--- config.mk ---
export PLATFORM = sky130hd
export DESIGN_NAME = fpsr_unit
export DESIGN_NICKNAME = d
export VERILOG_FILES = /design/src/rtl/fpsr_pkg.sv /design/src/rtl/fpsr_gate.sv /design/src/rtl/fpsr_flag_reg.sv /design/src/rtl/fpsr_rm_reg.sv /design/src/rtl/fpsr_rdmux.sv /design/src/rtl/fpsr_unit.sv
export SDC_FILE = /design/constraint.sdc
export NUM_CORES = 1
export LEC_CHECK = 0
export ABC_CLOCK_PERIOD_IN_PS = 1300
export CAP_MARGIN = 5
export CORE_MARGIN = 1.5
export CORE_UTILIZATION = 25
export CTS_CLUSTER_DIAMETER = 50
export DETAILED_ROUTE_END_ITERATION = 10
export MAX_ROUTING_LAYER = met4
export PLACE_DENSITY = 0.73
export SETUP_SLACK_MARGIN = 0.15
export SYNTH_ARGS = -nofsm -noshare
export SYNTH_HDL_FRONTEND = slang
export SYNTH_SLANG_ARGS = --single-unit
--- constraint.sdc ---
create_clock -name clk -period 1.3 [get_ports clk]
set_input_delay 0.26 -clock clk [delete_from_list [all_inputs] [get_ports clk]]
set_output_delay 0.26 -clock clk [all_outputs]
set_load 0.01 [all_outputs]
--- src/rtl/fpsr_pkg.sv ---
package fpsr_pkg;

   typedef enum logic [1:0] {
      VIEW_NONE  = 2'd0,
      VIEW_FLAGS = 2'd1,
      VIEW_ROUND = 2'd2,
      VIEW_FULL  = 2'd3
   } fpsr_view_e;

   localparam logic [1:0] FS_OFF = 2'b00;

endpackage

--- src/rtl/fpsr_gate.sv ---
module fpsr_gate
   import fpsr_pkg::*;
(
   input  logic       clk,
   input  logic       rst_n,
   input  fpsr_view_e sel,
   input  logic       rd_en,
   input  logic       wr_en,
   input  logic       dbg,
   input  logic [1:0] fs,
   output logic       illegal,
   output logic       rd_ok,
   output logic       wr_commit,
   output logic       flags_we,
   output logic       rm_we
);

   logic addressed;
   logic touched;
   logic fs_blocked;

   assign addressed  = (sel != VIEW_NONE);
   assign touched    = addressed && (rd_en || wr_en);
   assign fs_blocked = (fs == FS_OFF) && !dbg;

   assign illegal    = touched && fs_blocked;
   assign rd_ok      = addressed && rd_en && !fs_blocked;
   assign wr_commit  = addressed && wr_en && !fs_blocked;
   assign flags_we   = wr_commit && ((sel == VIEW_FLAGS) || (sel == VIEW_FULL));
   assign rm_we      = wr_commit && ((sel == VIEW_ROUND) || (sel == VIEW_FULL));

   AST_OFF_REFUSED: assert property (@(posedge clk) disable iff (!rst_n)
      (fs == FS_OFF && !dbg && sel != VIEW_NONE && (rd_en || wr_en)) |-> illegal)
      else $error("illegal not raised while Off");

   AST_DBG_BYPASS: assert property (@(posedge clk) disable iff (!rst_n)
      dbg |-> !illegal)
      else $error("debug access refused");

   AST_NO_WRITE_WHEN_REFUSED: assert property (@(posedge clk) disable iff (!rst_n)
      illegal |-> !(flags_we || rm_we))
      else $error("write enable on refused access");

   AST_NONE_SILENT: assert property (@(posedge clk) disable iff (!rst_n)
      (sel == VIEW_NONE) |-> !(illegal || wr_commit || rd_ok))
      else $error("view 0 produced activity");

endmodule

--- src/rtl/fpsr_flag_reg.sv ---
module fpsr_flag_reg #(
   parameter int FLAG_W = 5
) (
   input  logic              clk,
   input  logic              rst_n,
   input  logic              we,
   input  logic [FLAG_W-1:0] wdata,
   input  logic              acc_valid,
   input  logic [FLAG_W-1:0] acc_flags,
   output logic [FLAG_W-1:0] flags_q
);

   for (genvar b = 0; b < FLAG_W; b++) begin : g_bit
      logic bit_q;
      always_ff @(posedge clk or negedge rst_n) begin
         if (!rst_n)
            bit_q <= 1'b0;
         else if (we)
            bit_q <= wdata[b];
         else if (acc_valid && acc_flags[b])
            bit_q <= 1'b1;
      end
      assign flags_q[b] = bit_q;
   end

   AST_ACC_STICKY: assert property (@(posedge clk) disable iff (!rst_n)
      (acc_valid && !we) |=> ((flags_q & $past(acc_flags)) == $past(acc_flags)))
      else $error("accumulated flag lost");

   AST_WRITE_WINS: assert property (@(posedge clk) disable iff (!rst_n)
      we |=> (flags_q == $past(wdata)))
      else $error("flag write not taken");

   AST_FLAGS_HOLD: assert property (@(posedge clk) disable iff (!rst_n)
      (!we && !acc_valid) |=> $stable(flags_q))
      else $error("flags changed without cause");

endmodule

--- src/rtl/fpsr_rm_reg.sv ---
module fpsr_rm_reg #(
   parameter int RM_W = 3
) (
   input  logic            clk,
   input  logic            rst_n,
   input  logic            we,
   input  logic [RM_W-1:0] wdata,
   output logic [RM_W-1:0] rm_q
);

   always_ff @(posedge clk or negedge rst_n) begin
      if (!rst_n)
         rm_q <= '0;
      else if (we)
         rm_q <= wdata;
   end

   AST_RM_LOADS: assert property (@(posedge clk) disable iff (!rst_n)
      we |=> (rm_q == $past(wdata)))
      else $error("rounding mode not stored as written");

   AST_RM_HOLD: assert property (@(posedge clk) disable iff (!rst_n)
      !we |=> $stable(rm_q))
      else $error("rounding mode changed without write");

endmodule

--- src/rtl/fpsr_rdmux.sv ---
module fpsr_rdmux
   import fpsr_pkg::*;
#(
   parameter int XLEN   = 32,
   parameter int FLAG_W = 5,
   parameter int RM_W   = 3
) (
   input  fpsr_view_e        sel,
   input  logic              rd_ok,
   input  logic [FLAG_W-1:0] flags,
   input  logic [RM_W-1:0]   rm,
   output logic [XLEN-1:0]   rdata
);

   localparam int FULL_W = FLAG_W + RM_W;

   logic [FULL_W-1:0] view_val;

   always_comb begin
      view_val = '0;
      if (rd_ok) begin
         unique case (sel)
            VIEW_FLAGS: view_val[FLAG_W-1:0] = flags;
            VIEW_ROUND: view_val[RM_W-1:0]   = rm;
            VIEW_FULL:  view_val             = {rm, flags};
            default:    view_val             = '0;
         endcase
      end
   end

   if (XLEN > FULL_W) begin : g_pad
      assign rdata = {{(XLEN-FULL_W){1'b0}}, view_val};
   end else begin : g_exact
      assign rdata = view_val;
   end

endmodule

--- src/rtl/fpsr_unit.sv ---
module fpsr_unit
   import fpsr_pkg::*;
#(
   parameter int XLEN   = 32,
   parameter int FLAG_W = 5,
   parameter int RM_W   = 3
) (
   input  logic              clk,
   input  logic              rst_n,
   input  logic [1:0]        csr_sel,
   input  logic              csr_rd_en,
   input  logic              csr_wr_en,
   input  logic [XLEN-1:0]   csr_wdata,
   input  logic              dbg_access,
   input  logic [1:0]        fs_state,
   input  logic              acc_valid,
   input  logic [FLAG_W-1:0] acc_flags,
   output logic [XLEN-1:0]   csr_rdata,
   output logic              csr_illegal,
   output logic              fs_dirty_req
);

   localparam int FULL_W = FLAG_W + RM_W;

   if (XLEN < FULL_W) begin : g_bad_xlen
      $error("XLEN too narrow for flags and rounding mode");
   end
   if (FLAG_W < 1 || RM_W < 1) begin : g_bad_field
      $error("field widths must be positive");
   end

   fpsr_view_e        view;
   logic              rd_ok;
   logic              wr_commit;
   logic              flags_we;
   logic              rm_we;
   logic [FLAG_W-1:0] flags_q;
   logic [RM_W-1:0]   rm_q;
   logic [RM_W-1:0]   rm_wdata;

   assign view = fpsr_view_e'(csr_sel);

   fpsr_gate u_gate (
      .clk       (clk),
      .rst_n     (rst_n),
      .sel       (view),
      .rd_en     (csr_rd_en),
      .wr_en     (csr_wr_en),
      .dbg       (dbg_access),
      .fs        (fs_state),
      .illegal   (csr_illegal),
      .rd_ok     (rd_ok),
      .wr_commit (wr_commit),
      .flags_we  (flags_we),
      .rm_we     (rm_we)
   );

   // The combined view places the rounding mode just above the flags.
   assign rm_wdata = (view == VIEW_FULL) ? csr_wdata[FLAG_W +: RM_W]
                                         : csr_wdata[RM_W-1:0];

   fpsr_flag_reg #(.FLAG_W(FLAG_W)) u_flags (
      .clk       (clk),
      .rst_n     (rst_n),
      .we        (flags_we),
      .wdata     (csr_wdata[FLAG_W-1:0]),
      .acc_valid (acc_valid),
      .acc_flags (acc_flags),
      .flags_q   (flags_q)
   );

   fpsr_rm_reg #(.RM_W(RM_W)) u_rm (
      .clk   (clk),
      .rst_n (rst_n),
      .we    (rm_we),
      .wdata (rm_wdata),
      .rm_q  (rm_q)
   );

   fpsr_rdmux #(.XLEN(XLEN), .FLAG_W(FLAG_W), .RM_W(RM_W)) u_rdmux (
      .sel   (view),
      .rd_ok (rd_ok),
      .flags (flags_q),
      .rm    (rm_q),
      .rdata (csr_rdata)
   );

   assign fs_dirty_req = wr_commit;

   AST_REFUSED_KEEPS_RM: assert property (@(posedge clk) disable iff (!rst_n)
      csr_illegal |=> $stable(rm_q))
      else $error("refused access changed rounding mode");

   AST_DIRTY_NEEDS_WRITE: assert property (@(posedge clk) disable iff (!rst_n)
      fs_dirty_req |-> (csr_wr_en && !csr_illegal))
      else $error("dirty request without legal write");

   AST_RDATA_ZERO_ON_REFUSE: assert property (@(posedge clk) disable iff (!rst_n)
      csr_illegal |-> (csr_rdata == '0))
      else $error("refused access returned data");

endmodule

==> impl_metrics.ini <==
[placement]
port_buffers = 32
post-dp-hpwl_um = 1544
place_congestion = 0.8054
dp_cells = 163
placed_area_um2 = 1240

[worst_setup_path]
critPathMaxStageDelay_ns = 0.36
cp_num_cells = 3
r2r_slack_ns = 0.42
start_kind = register
crit_type = reg -> out
cpLargestDelayFamily = flip-flops
reg2regPathDepth = 2
critPathSlowestCell = dfrtp_1
crit_fanout = 2
cp_num_buf_inv = 1
end_kind = output port
arrival_ns = 1.06
required_ns = 1.04
path_cells = nand3b_1, a211oi_2, buf_2

[sta]
timing.fmax_ghz = 0.7583
fin_crit_ns = 1.319
hold_violations = 0
setup_tns_ns = -0.05075
drv_slew = 0
fin_skew_ns = 0
setup_ws_ns = -0.01869
fin_crit_sh_pct = 101.4
setup_viol = 4
rsz0062_at_grt = true

[logic_synthesis]
synth.area.top_cells = dfrtp_1 (26%), buf_4 (24%), mux2i_1 (6.6%), mux2_4 (6.0%), mux2_2 (4.5%)
synth.avg_cell_area_um2 = 9.330
netlist_area_um2 = 755.7
ys_warn_count = 0
synth_cell_types = 21
seq_area_frac_synth_pct = 26.49
yosysTopAreaCell = dfrtp_1
synth_top_area_share_pct = 26.49
syn_inst = 81
synth-seq-cells = 8

[final_layout]
area_growth_pct = 75.50
fin_cells = 168
fill_cells = 263
design_area_um2 = 1326
ff_latch_area_um2 = 200.2
layout.nets = 186
multi_input_area_um2 = 510.5
drive_gt1_share_pct = 48.18
n_antenna_cell = 0

[detailed_routing]
ant_nets = 0
wl_per_cell_um = 11.47
viasPerCell = 4.321
wl_um = 1927
wl_met1_um = 720
dr_wl_met3_um = 107
num_vias = 726
drcViolationCount = 0
wl_met2_um = 1091
routed.top_layer = met4
firstDrtPassIters = 6
drtIter0Drc = 18

[global_routing]
grt_max_degree = 9
antenna_found_initial = 0
grt_pass1_wl_um = 3029
overflow = 0
first_global_vias = 713
grt_usage_pct = 12.34

[clock_tree]
holdBufCountCts = 0
clk_path_buf_depth = 2
cts_tree = yes
path_clk_slew_ns = 0.05
root_buffer = clkbuf_4
cts_sinks = 8
insertion_delay_ns = 0.25
cts_buffers = 3
htree_levels = 1

[run]
maxCapViolations = 0

[floorplan]
floorplan.initialDensity_pct = 26.94
dieWidth_um = 57.98
coreArea_um2 = 2805
dieArea_um2 = 3362
row_count = 19
ios = 81
die_y_um = 57.98

[power_and_ir_drop]
pwr_density_cell_nw_per_um2 = 691.7
p_int_w = 0.0006391
clockPowerShare_pct = 20.5
seqPwrFrac_pct = 33.7
p_sw_w = 0.0002782
switching_share_pct = 30.33
vdd_drop_max_mv = 0.5259
power_w = 0.0009173
comb_power_share_pct = 45.8
leakagePower_nw = 0.6526

[min_path]
hold_path_class = in -> async

[outcome]
run_status = finished, violations left
failed_checks = setup timing
[per-stage QoR]
step	hold WS, ns	setup slack (ns)	util, %
finish	0.2899	-0.01869	47.28
global route	0.2940	-0.06204	47.28
CTS	0.2984	-0.02623	46.65
detailed placement	0.5521	-0.8787	44.20
global placement	0.5286	-0.8462	44.20
floorplan	-0.03559	0.1191	-
[kinds of logic (layout without fill, tap and decap cells)]
family          Yosys count  in the layout  share of synthesized area [%]
compound gates           13             13                          15.40
buf+inv                  32             65                          28.31
flops                     8              8                          26.49
mux                      11             11                          17.05
other cells               1             24                         0.4962
simple gates             16             16                          12.25
[timing repair]
action / in CTS / in global routing
setup buffers: 1 / 0
endpoints found under the setup margin: 18 / 10
gates cloned: 1 / 0
resized for setup: 85 / 5
pin swaps: 7 / 2
[synth_stat cells (all sizes together)]
| cell type | n |
|---|---|
| o311a | 1 |
| conb | 1 |
| nor3 | 3 |
| buf | 27 |
| nand3b | 3 |
| mux2i | 5 |
| nand3 | 1 |
| o21ai | 2 |
| dfrtp | 8 |
| nor3b | 3 |
| mux2 | 6 |
| inv | 5 |
| nand2 | 5 |
| o221a | 1 |
| o311ai | 1 |
| a211oi | 3 |
| a21oi | 5 |
| nor2 | 1 |
[layer usage]
metal	up-vias	global-route usage (%)
li1	350	-
met5	-	-
met4	0	2.990
met3	2	2.009
met2	41	24.68
met1	333	12.12
[power groups by stage]
stage,combinational (W),sequential (W),clock [W]
2_1_floorplan,0.000223,0.000306,0
3_3_place_gp,0.000388,0.000309,0
3_5_place_dp,0.000395,0.000309,0
4_1_cts,0.000413,0.000308,0.000194
5_1_grt,0.000452,0.000312,0.000208
6_report,0.000420,0.000309,0.000188
[layout make-up]
type                       count  share of cell area (%)
clock buffer                   3                   1.698
inverter                       5                   1.415
multi-input combinational     64                   38.49
sequential                     8                   15.09
tap                           31                   2.925
timing repair buffer          57                   40.38
[placed cells by master (no fill, tap or decap), types with 2 or more instances in the layout]
master,Yosys,final
o21ai_2,0,2
dfrtp_1,8,8
mux2_4,3,3
inv_1,5,5
a211oi_2,0,3
buf_2,3,10
conb_1,1,24
nor3b_2,0,3
buf_12,0,2
nand3b_1,3,3
mux2i_1,5,5
clkbuf_4,0,3
clkdlybuf4s50_1,0,15
buf_4,24,16
mux2_2,3,3
a21oi_1,5,5
nor3_2,1,2
nand2_1,5,5
buf_6,0,10
[sequential cells by signal (all words and copies together) (netlist names)]
| register | flops |
|---|---|
| u_flags.g_bit.bit_q | 5 |
| u_rm.rm_q | 3 |
[path summary, 6_finish.rpt]
kind / start / endpoint
min: rst_n / u_flags.g_bit[0].bit_q
max reg2reg: u_rm.rm_q[0] / u_rm.rm_q[0]
min in group clk: csr_wdata[4] / u_flags.g_bit[4].bit_q
min reg2reg: u_flags.g_bit[3].bit_q / u_flags.g_bit[3].bit_q
max: u_rm.rm_q[0] / csr_rdata[0]
max in group asynchronous: rst_n / u_rm.rm_q[2]
No activity file was read; power rests on OpenSTA's default activity.
